<file path="src/rtl/obw_pkg.sv">
package obw_pkg;
  localparam int REG_W   = 32;
  localparam int N_FIELD = 5;
  typedef enum logic [2:0] {
    FLD_LOC_LO = 3'd0,
    FLD_LOC_HI = 3'd1,
    FLD_SIZE   = 3'd2,
    FLD_PCI_LO = 3'd3,
    FLD_PCI_HI = 3'd4
  } fld_e;
endpackage

</file>
<file path="src/rtl/obw_regbank.sv">
module obw_regbank
  import obw_pkg::*;
#(
  parameter int AW       = 64,
  parameter int N_FULL   = 2,
  parameter int N_SZONLY = 1,
  parameter int OFS_W    = 8,
  parameter int FIRST_OFS = 'h68
) (
  input  logic                         clk,
  input  logic                         rst_n,
  input  logic                         cfg_wr,
  input  logic [OFS_W-1:0]             cfg_addr,
  input  logic [REG_W-1:0]             cfg_wdata,
  output logic [REG_W-1:0]             cfg_rdata,
  output logic [N_FULL-1:0][AW-1:0]    loc_base,
  output logic [N_FULL-1:0][AW-1:0]    pci_base,
  output logic [N_FULL-1:0][REG_W-1:0] size_word
);
  localparam int STRIDE  = 4 * N_FIELD;
  localparam int SZO_OFS = FIRST_OFS + N_FULL * STRIDE;

  logic [N_FULL-1:0][AW-1:0]      la_q, la_d, pa_q, pa_d;
  logic [N_FULL-1:0][REG_W-1:0]   sz_q, sz_d;
  logic [N_SZONLY-1:0][REG_W-1:0] so_q, so_d;

  always_comb begin
    la_d      = la_q;
    pa_d      = pa_q;
    sz_d      = sz_q;
    so_d      = so_q;
    cfg_rdata = '0;
    for (int w = 0; w < N_FULL; w++) begin
      for (int f = 0; f < N_FIELD; f++) begin
        if (cfg_addr == OFS_W'(FIRST_OFS + w * STRIDE + 4 * f)) begin
          case (fld_e'(f))
            FLD_LOC_LO: begin
              cfg_rdata = la_q[w][31:0];
              if (cfg_wr) la_d[w][31:0] = cfg_wdata;
            end
            FLD_LOC_HI: begin
              cfg_rdata = la_q[w][AW-1:32];
              if (cfg_wr) la_d[w][AW-1:32] = cfg_wdata;
            end
            FLD_SIZE: begin
              cfg_rdata = sz_q[w];
              if (cfg_wr) sz_d[w] = cfg_wdata;
            end
            FLD_PCI_LO: begin
              cfg_rdata = pa_q[w][31:0];
              if (cfg_wr) pa_d[w][31:0] = cfg_wdata;
            end
            default: begin
              cfg_rdata = pa_q[w][AW-1:32];
              if (cfg_wr) pa_d[w][AW-1:32] = cfg_wdata;
            end
          endcase
        end
      end
    end
    for (int s = 0; s < N_SZONLY; s++) begin
      if (cfg_addr == OFS_W'(SZO_OFS + 4 * s)) begin
        cfg_rdata = so_q[s];
        if (cfg_wr) so_d[s] = cfg_wdata;
      end
    end
  end

  always_ff @(posedge clk or negedge rst_n) begin
    if (!rst_n) begin
      la_q <= '0;
      pa_q <= '0;
      sz_q <= '0;
      so_q <= '0;
    end else if (cfg_wr) begin
      la_q <= la_d;
      pa_q <= pa_d;
      sz_q <= sz_d;
      so_q <= so_d;
    end
  end

  assign loc_base  = la_q;
  assign pci_base  = pa_q;
  assign size_word = sz_q;

  // writing the low half of window 0's local base keeps the high half
  a_r2_hi_kept: assert property (@(posedge clk) disable iff (!rst_n)
    (cfg_wr && cfg_addr == OFS_W'(FIRST_OFS)) |=> $stable(la_q[0][AW-1:32]));

  // a write to an unlisted offset leaves every register alone
  a_r10_unmapped_wr: assert property (@(posedge clk) disable iff (!rst_n)
    (cfg_wr && cfg_addr == OFS_W'(SZO_OFS + 4 * N_SZONLY))
      |=> ($stable(la_q) && $stable(pa_q) && $stable(sz_q) && $stable(so_q)));
endmodule

</file>
<file path="src/rtl/obw_win_match.sv">
module obw_win_match
  import obw_pkg::*;
#(
  parameter int AW = 64
) (
  input  logic [AW-1:0]    in_addr,
  input  logic [AW-1:0]    loc_base,
  input  logic [AW-1:0]    pci_base,
  input  logic [REG_W-1:0] size_word,
  output logic             match,
  output logic [AW-1:0]    xaddr
);
  logic [REG_W-1:0] mask, neg, span;
  logic [AW:0]      limit;

  always_comb begin
    mask  = size_word & ~REG_W'(1);
    neg   = ~mask + REG_W'(1);
    span  = (neg == '0) ? {REG_W{1'b1}} : neg;
    limit = {1'b0, loc_base} + (AW + 1)'(span);
    match = size_word[0] && (in_addr >= loc_base) && ({1'b0, in_addr} < limit);
    xaddr = pci_base + (in_addr - loc_base);
  end
endmodule

</file>
<file path="src/rtl/obw_prio_sel.sv">
module obw_prio_sel #(
  parameter int AW    = 64,
  parameter int N     = 2,
  parameter int IDX_W = 2
) (
  input  logic [N-1:0]         match_vec,
  input  logic [N-1:0][AW-1:0] xaddr_vec,
  output logic                 any,
  output logic [IDX_W-1:0]     idx,
  output logic [AW-1:0]        xaddr
);
  always_comb begin
    any   = 1'b0;
    idx   = '0;
    xaddr = '0;
    for (int i = N - 1; i >= 0; i--) begin
      if (match_vec[i]) begin
        any   = 1'b1;
        idx   = IDX_W'(i);
        xaddr = xaddr_vec[i];
      end
    end
  end
endmodule

</file>
<file path="src/rtl/obw_xlate.sv">
module obw_xlate
  import obw_pkg::*;
#(
  parameter int AW       = 64,
  parameter int N_FULL   = 2,
  parameter int N_SZONLY = 1,
  parameter int OFS_W    = 8
) (
  input  logic             clk,
  input  logic             rst_n,
  input  logic             cfg_wr,
  input  logic [7:0]       cfg_addr,
  input  logic [31:0]      cfg_wdata,
  output logic [31:0]      cfg_rdata,
  input  logic             in_valid,
  input  logic [63:0]      in_addr,
  output logic             out_valid,
  output logic             out_hit,
  output logic [1:0]       out_win,
  output logic [63:0]      out_addr
);
  localparam int N_WIN = N_FULL + N_SZONLY;
  localparam int IDX_W = (N_WIN > 1) ? $clog2(N_WIN) : 1;

  logic [1:0] rst_sync;
  logic       rst_ns;

  always_ff @(posedge clk or negedge rst_n) begin
    if (!rst_n) rst_sync <= '0;
    else        rst_sync <= {rst_sync[0], 1'b1};
  end
  assign rst_ns = rst_sync[1];

  logic [N_FULL-1:0][AW-1:0]    loc_base, pci_base, xaddr_vec;
  logic [N_FULL-1:0][REG_W-1:0] size_word;
  logic [N_FULL-1:0]            match_vec, en_vec;
  logic                         any;
  logic [IDX_W-1:0]             sel_idx;
  logic [AW-1:0]                sel_addr;

  obw_regbank #(.AW(AW), .N_FULL(N_FULL), .N_SZONLY(N_SZONLY), .OFS_W(OFS_W)) u_regs (
    .clk(clk), .rst_n(rst_ns), .cfg_wr(cfg_wr), .cfg_addr(cfg_addr),
    .cfg_wdata(cfg_wdata), .cfg_rdata(cfg_rdata),
    .loc_base(loc_base), .pci_base(pci_base), .size_word(size_word)
  );

  for (genvar w = 0; w < N_FULL; w++) begin : g_win
    obw_win_match #(.AW(AW)) u_match (
      .in_addr(in_addr), .loc_base(loc_base[w]), .pci_base(pci_base[w]),
      .size_word(size_word[w]), .match(match_vec[w]), .xaddr(xaddr_vec[w])
    );
    assign en_vec[w] = size_word[w][0];
  end

  obw_prio_sel #(.AW(AW), .N(N_FULL), .IDX_W(IDX_W)) u_sel (
    .match_vec(match_vec), .xaddr_vec(xaddr_vec),
    .any(any), .idx(sel_idx), .xaddr(sel_addr)
  );

  logic             vld_d, hit_d;
  logic [IDX_W-1:0] win_q;
  logic [AW-1:0]    addr_q;

  always_comb begin
    vld_d = in_valid;
    hit_d = in_valid & any;
  end

  always_ff @(posedge clk or negedge rst_ns) begin
    if (!rst_ns) begin
      out_valid <= 1'b0;
      out_hit   <= 1'b0;
    end else begin
      out_valid <= vld_d;
      out_hit   <= hit_d;
    end
  end

  always_ff @(posedge clk or negedge rst_ns) begin
    if (!rst_ns) begin
      win_q  <= '0;
      addr_q <= '0;
    end else if (in_valid) begin
      win_q  <= sel_idx;
      addr_q <= sel_addr;
    end
  end

  assign out_win  = 2'(win_q);
  assign out_addr = addr_q;

  // the result follows in_valid by exactly one cycle
  a_r8_valid_lag: assert property (@(posedge clk) disable iff (!rst_ns)
    in_valid |=> out_valid);
  a_r8_idle: assert property (@(posedge clk) disable iff (!rst_ns)
    !in_valid |=> (!out_valid && !out_hit));
  // with every window disabled nothing hits
  a_r3_disabled: assert property (@(posedge clk) disable iff (!rst_ns)
    (in_valid && en_vec == '0) |=> !out_hit);
  // a match on window 0 always wins
  a_r7_low_wins: assert property (@(posedge clk) disable iff (!rst_ns)
    (in_valid && match_vec[0]) |=> (out_hit && out_win == 2'd0));
  // the size-only window is never reported
  a_r9_no_szonly: assert property (@(posedge clk) disable iff (!rst_ns)
    out_hit |-> (out_win < 2'(N_FULL)));
endmodule

</file>
<file path="config.mk">
export PLATFORM = sky130hd
export DESIGN_NAME = obw_xlate
export DESIGN_NICKNAME = d
export VERILOG_FILES = /design/src/rtl/obw_pkg.sv /design/src/rtl/obw_regbank.sv /design/src/rtl/obw_win_match.sv /design/src/rtl/obw_prio_sel.sv /design/src/rtl/obw_xlate.sv
export SDC_FILE = /design/constraint.sdc
export NUM_CORES = 2
export LEC_CHECK = 0
export CAP_MARGIN = 0
export CELL_PAD_IN_SITES_DETAIL_PLACEMENT = 0
export CELL_PAD_IN_SITES_GLOBAL_PLACEMENT = 1
export CORE_ASPECT_RATIO = 0.9
export CORE_UTILIZATION = 49
export DETAILED_ROUTE_END_ITERATION = 10
export GPL_TIMING_DRIVEN = 0
export PLACE_DENSITY = 0.84
export SETUP_SLACK_MARGIN = 0.2
export SLEW_MARGIN = 20
export SYNTH_ARGS = -nofsm -noshare
export SYNTH_HDL_FRONTEND = slang
export SYNTH_HIERARCHICAL = 1
export SYNTH_SLANG_ARGS = --single-unit
</file>
<file path="constraint.sdc">
create_clock -name clk -period 16.8 [get_ports clk]
set_clock_uncertainty 0.15 [all_clocks]
set_input_delay 3.36 -clock clk [delete_from_list [all_inputs] [get_ports clk]]
set_output_delay 3.36 -clock clk [all_outputs]
set_load 0.01 [all_outputs]
</file>
**Word level (Yosys, flattened, before mapping)**

Cells that the tools add are included.
W data, S select, Z words.

- Input bits: 108
- Output and inout port bits: 100
- Register bits: 422

- Equality and inequality tests: 11
- Reductions and logical operators: 17
- Magnitude comparators: 4
- Bitwise gates (word level): 3
- Mux-type cells: 21
- $add $sub $neg: 8

Operators by type and width:

| operator | count |
|---|---|
| $mux W32 | 15 |
| $add A64 B32 Y65 | 2 |
| $lt A64 B65 Y1 | 2 |
| $add A64 B64 Y64 | 2 |
| $ge A64 B64 Y1 | 2 |
| $mux W64 | 2 |
| $sub A64 B64 Y64 | 2 |
| $add A32 B1 Y32 const B | 2 |
| $logic_not A32 Y1 | 2 |
| $not A32 Y32 | 2 |
| $eq A8 B7 Y1 const B | 6 |
| $eq A8 B8 Y1 const B | 5 |
| $reduce_and A2 Y1 | 11 |
| $logic_and A1 B1 Y1 | 4 |
| $mux W1 | 4 |
| $and A1 B1 Y1 | 1 |

**Logic depth before layout (Yosys ltp)**

- Depth in word-level cells: 12
- Gate-level depth with buffers: 44

**Modules after synthesis**

The synthesis kept the hierarchy.

By module, submodules not included:

| module | cells an instance | seq. area each (um2) | times used | area each (um2) |
|---|---|---|---|---|
| obw_regbank | 1357 | 8808.4 | 1 | 16777.3 |
| obw_win_match (g_win[0].u_match) | 1726 | 0.0 | 1 | 12070.3 |
| obw_win_match (g_win[1].u_match) | 1719 | 0.0 | 1 | 12009.0 |
| obw_xlate | 145 | 1751.7 | 1 | 2670.1 |
| obw_prio_sel | 86 | 0.0 | 1 | 709.4 |

**Worst setup path before layout**

OpenSTA, ideal clock, no wires.

- Path type: register -> register
- From: reg u_regs.sz_q (netlist bit u_regs/size_word[44])
- To: reg addr_q[44], in the netlist out_addr[44]
- Period minus slack after synthesis: 8990 ps
- Path buffers: 5
- Arrival time: 8715 ps
- Library setup time: 125 ps
- Stages on the path, launching flop included: 41
- Setup slack: 7810 ps
- Cells stage by stage: dfrtp_1 > buf_6 > or4_4 > nor4_4 > nand3_2 > or4_1 > buf_2 > or3_1 > a2111oi_2 > nor2_1 > or4_4 > nor4b_4 > ha_1 > fa_1 > a21o_1 > a21oi_1 > o21bai_1 > a21oi_1 > [... 5 more ...] > nand4_1 > xnor2_1 > ha_1 > nand3_1 > nor2_1 > nand3_1 > nor3_1 > o21ai_0 > nand4_1 > a31o_2 > a2111oi_0 > or3_1 > o2111a_1 > nor2b_2 > buf_6 > buf_6 > a22o_1 > mux2_4

- Cells in the longest elaborated chain, start to end: 9

RTL lines:

| item | RTL line | RTL |
|---|---|---|
| from (decl) | obw_regbank.sv:24 | `logic [N_FULL-1:0][REG_W-1:0] sz_q, sz_d;` |
| from (signal assigned) | obw_regbank.sv:78 | `sz_q <= sz_d;` |
| $not A32 Y32 * | obw_win_match.sv:18 | `neg = ~mask + REG_W'(1);` |
| $add A32 B1 Y32 * | obw_win_match.sv:18 |  |
| $logic_not A32 Y1 | obw_win_match.sv:19 | `span = (neg == '0) ? {REG_W{1'b1}} : neg;` |
| $mux W32 * | obw_win_match.sv:19 |  |
| $add A64 B32 Y65 * | obw_win_match.sv:20 | `limit = {1'b0, loc_base} + (AW + 1)'(span);` |
| $lt A64 B65 Y1 * | obw_win_match.sv:21 | `match = size_word[0] && (in_addr >= loc_base) && ({1'b0, in_addr} < limit);` |
| $logic_and A1 B1 Y1 * | obw_win_match.sv:21 |  |
| named net match_vec[1] | obw_xlate.sv:36 | `logic [N_FULL-1:0] match_vec, en_vec;` |
| $mux W64 * (2 in series) | obw_prio_sel.sv:17 | `if (match_vec[i]) begin` |
| named net sel_addr[44] | obw_xlate.sv:39 | `logic [AW-1:0] sel_addr;` |
| to (signal assigned) | obw_xlate.sv:85 | `addr_q <= sel_addr;` |
| to (decl) | obw_xlate.sv:62 | `logic [AW-1:0] addr_q;` |

The timed path passes the listed nets; every way through them passes the cells marked *.
A chain may end at the register's enable or synchronous reset.

**Worst setup path after layout**

- From: reg u_regs.sz_q (netlist bit u_regs/size_word[33])
- To: reg addr_q[45], in the netlist out_addr[45]

The elaborated chain is that of the path after synthesis.

==> results by group <==
Outcome
  • Status: completed

CTS
  • Clk Latency, worst-skew pair: approximately 0.65 ns
  • TritonCTS clock tree: built
  • Max clock buf depth: 3
  • Clock tree sinks: 422
  • Root Driver: clkbuf_16
  • Post-CTS Resized: 0
  • Clock buffer count from CTS: 51
  • CTS H-tree depth: 2
  • Hold-fix buffers, CTS: 0
  • Reg clk slew, reported paths: 0.07 ns
  • Post-CTS Setup Bufs: 0

Detailed routing
  • Mean number of vias per cell: 6.33
  • Routed wl met2: roughly 80 mm
  • Vias: roughly 41000
  • DRC: 0
  • Met3 Routed Length: 25.0 mm
  • Initial DRC Count: 4961
  • Routed Antenna Nets: 0
  • 1st-pass router iterations: 9
  • Routed Wire Length: roughly 200 mm
  • Routed WL per cell: between 30 and 40 um
  • Top Metal Used: met5
  • Metal-1 WL: ~85 mm

Finish
  • Layout net count: 5990
  • Layout cell share with drive strength beyond 1: around 13%
  • Util after Layout: 55.8%
  • Post-route insts no fill: between 6000 and 7000
  • FF+latch area: about 11000 um2
  • Area Growth Syn to Fin: 12.8%
  • Footprint of the multi-input gates: 30000 um2
  • Fillers: between 8000 and 9000

Die
  • Die Span Y: approximately 290 um
  • Die ar.: between 90000 and 100000 um2
  • Num ports: roughly 210
  • Starting Density: roughly half
  • FP Rows: roughly 100
  • Core Region: just under 90000 um2
  • Die width: roughly 320 um

Critical path
  • Startpoint class of the critical path: flip-flop
  • Worst path slowest cell: o21ai_0
  • Max incr delay on CP: roughly 0.9 ns
  • Worst setup path class: flip-flop to flip-flop
  • Worst setup EP type: flip-flop
  • Worst path arrival time: 13.91 ns
  • Largest delay contributor family on the critical path: simple AND/OR/NAND/NOR gates
  • Critical Path RT: between 15 and 20 ns
  • Worst Path Max Fanout: 10
  • Worst Path Buf+Inv: 5

Flow run
  • Max-Cap Viols: 0

Synth
  • Multiplexer area fraction after synthesis: roughly an eighth
  • Synth top area share: about a quarter
  • Cell count after synthesis: just over 5000
  • Yosys top cell by area: dfrtp_1
  • Adder-Cell Fraction of Synth Area: a little under a fifth
  • Compound-cell area share of the yosys netlist: about a fifth
  • Avg Inst Size Synth: approximately 8.8 um2
  • Main combinational cell family by area after synthesis: compound AO/OA/AOI/OAI gates
  • Most used flip-flop cell after synthesis: dfrtp_1
  • Yosys reg bits: 422
  • Async S/R FF share, synth: between 90% and 100%
  • Register area share after synthesis: about a quarter
  • Top cells by area, synth: dfrtp_1 (24%), ha_1 (13%), mux2_2 (9.2%), inv_1 (6.0%), fa_1 (5.8%)
  • Syn Nets: approximately 5700
  • Post-synthesis simple-gate area fraction: 12.8%
  • Post-synthesis xor/xnor area fraction: 5.98%
  • Number of synthesized flops with an enable pin: 0
  • Synthesized area: 44200 um2
  • Distinct cells, synth: ~100
  • Yosys warning count: 6

Power and ir drop
  • Pwr Total: ~4.3 mW
  • Leakage: around 24 nW
  • Peak supply drop: roughly 0.075 mV
  • PD cells: slightly below 90 nW/um2

Timing
  • Final setup fails: 0
  • Final Hold Violating Endpoints: 0
  • Max Fclk: around 74 MHz
  • Final setup margin: 3.26 ns
  • Fin crit share: approximately four fifths
  • Slew headroom: about a tenth
  • RSZ-0062 raised after global routing: false
  • Slew Viols, Final: 0
  • Min Clock Period, post-route: 13.54 ns
  • Worst-margin pin slew: around 1.3 ns
  • Post-route setup TNS: 0 ns

GRT
  • Vias in the first global route: about 38000
  • Largest net degree at the start of global routing: 58
  • Gr usage total: 42.5%
  • Initial antenna violation count: 12
  • First-pass GRT wire length: between 200 and 300 mm
  • Overflow after GRT: 0

Placed design
  • Cells after DPL: about 6400
  • Placement Setup Slack: ~3.9 ns
  • RePlAce Congestion: 1.16
  • PortBufs: about 210
  • HPWL after DPL: 164 mm

Min path
  • Worst Hold Class: flip-flop to async pin
[flip-flops by register name (all words and copies together), names as in the netlist]
signal and count:
u_regs/so_q 32, u_regs/pci_base 128, out_win 2, rst_sync 2, out_addr 64, out_valid 1, u_regs/loc_base 128, out_hit 1
u_regs/size_word 64
[final timing paths]
path,depth (start not counted),endpoint,start,slack (ns)
worst max register to register,40,out_addr[45],u_regs/size_word[33],3.26
worst min register to register,0,u_regs/loc_base[61],rst_sync[1],0.1
max in group asynchronous,1,rst_sync[1],rst_n,13.63
min in group clk,0,rst_sync[1],rst_sync[0],0.20
worst min-delay path,0,u_regs/loc_base[61],rst_sync[1],0.1
worst max-delay path,40,out_addr[45],u_regs/size_word[33],3.26
[metrics by stage]
step | instance area [um2] | hold WS (ns)
after global placement | 47800 | 0.192
after detailed placement | 48100 | 0.109
after global routing | 49900 | 0.130
final | 49900 | 0.0977
after CTS | 49900 | 0.112
after floorplan | 44200 | 0.181
[cells in the mapped netlist (all sizes together) (25+ instances only)]
cell type	number
inv	705
ha	448
mux2	428
dfrtp	422
a21oi	327
nand2	291
nor2	245
o21ai	227
xnor2	203
a21o	176
clkbuf	133
fa	128
nand4	112
nand3	102
xor2	98
buf	87
nor3	80
a22o	62
a22oi	44
nand2b	44
o22ai	43
nor4	42
nor2b	38
a31oi	37
and3	37
o21a	36
o211ai	35
o21bai	28
a211oi	27
o221ai	25
[power breakdown]
part / total, mW / switching, mW / internal (mW)
Combinational: 1.97 / 1.23 / 0.743
Sequential: 1.16 / 0.101 / 1.06
Clock: 1.19 / 0.512 / 0.680
[area by class of cell]
type                            count  area share (%)
Multi-Input combinational cell   3685            60.2
Sequential cell                   422            21.2
Inverter                          705            5.30
Timing Repair Buffer              220            4.69
Tap cell                         1166            2.92
Clock buffer                       63            2.91
Buffer                            221            2.12
Clock inverter                     30           0.612
Antenna cell                        9          0.0451
[cells by family after synthesis]
group,count (synthesis)
xor gates and xnor gates,301
other,2
adders and majority gates,576
AOI/OAI and AO/OA,1254
and+or+nand+nor,1113
buffers and inverters,926
DFF,422
muxes,439
[placed cells by master, fill, tap and decap left out, drive strengths merged, types with 42 or more instances in the layout]
cell and count:
o21ai 227, xor2 98, o22ai 43, fa 128, buf 100, nand3 102, a22oi 44, clkdlybuf4s50 207
nand2 291, nor4 42, a21o 176, nand4 112, nor2 245, a21oi 327, a22o 62, nand2b 44
mux2 428, clkbuf 196, nor3 80, inv 711, dfrtp 422, xnor2 203, ha 448
[layer usage]
layer,global-route usage [%],vias to the layer above
met3,15.3,346
met2,59.0,2208
met5,3.36,-
met4,18.6,12
met1,58.5,20300
li1,-,18400
(Power assumes the default switching activity.)
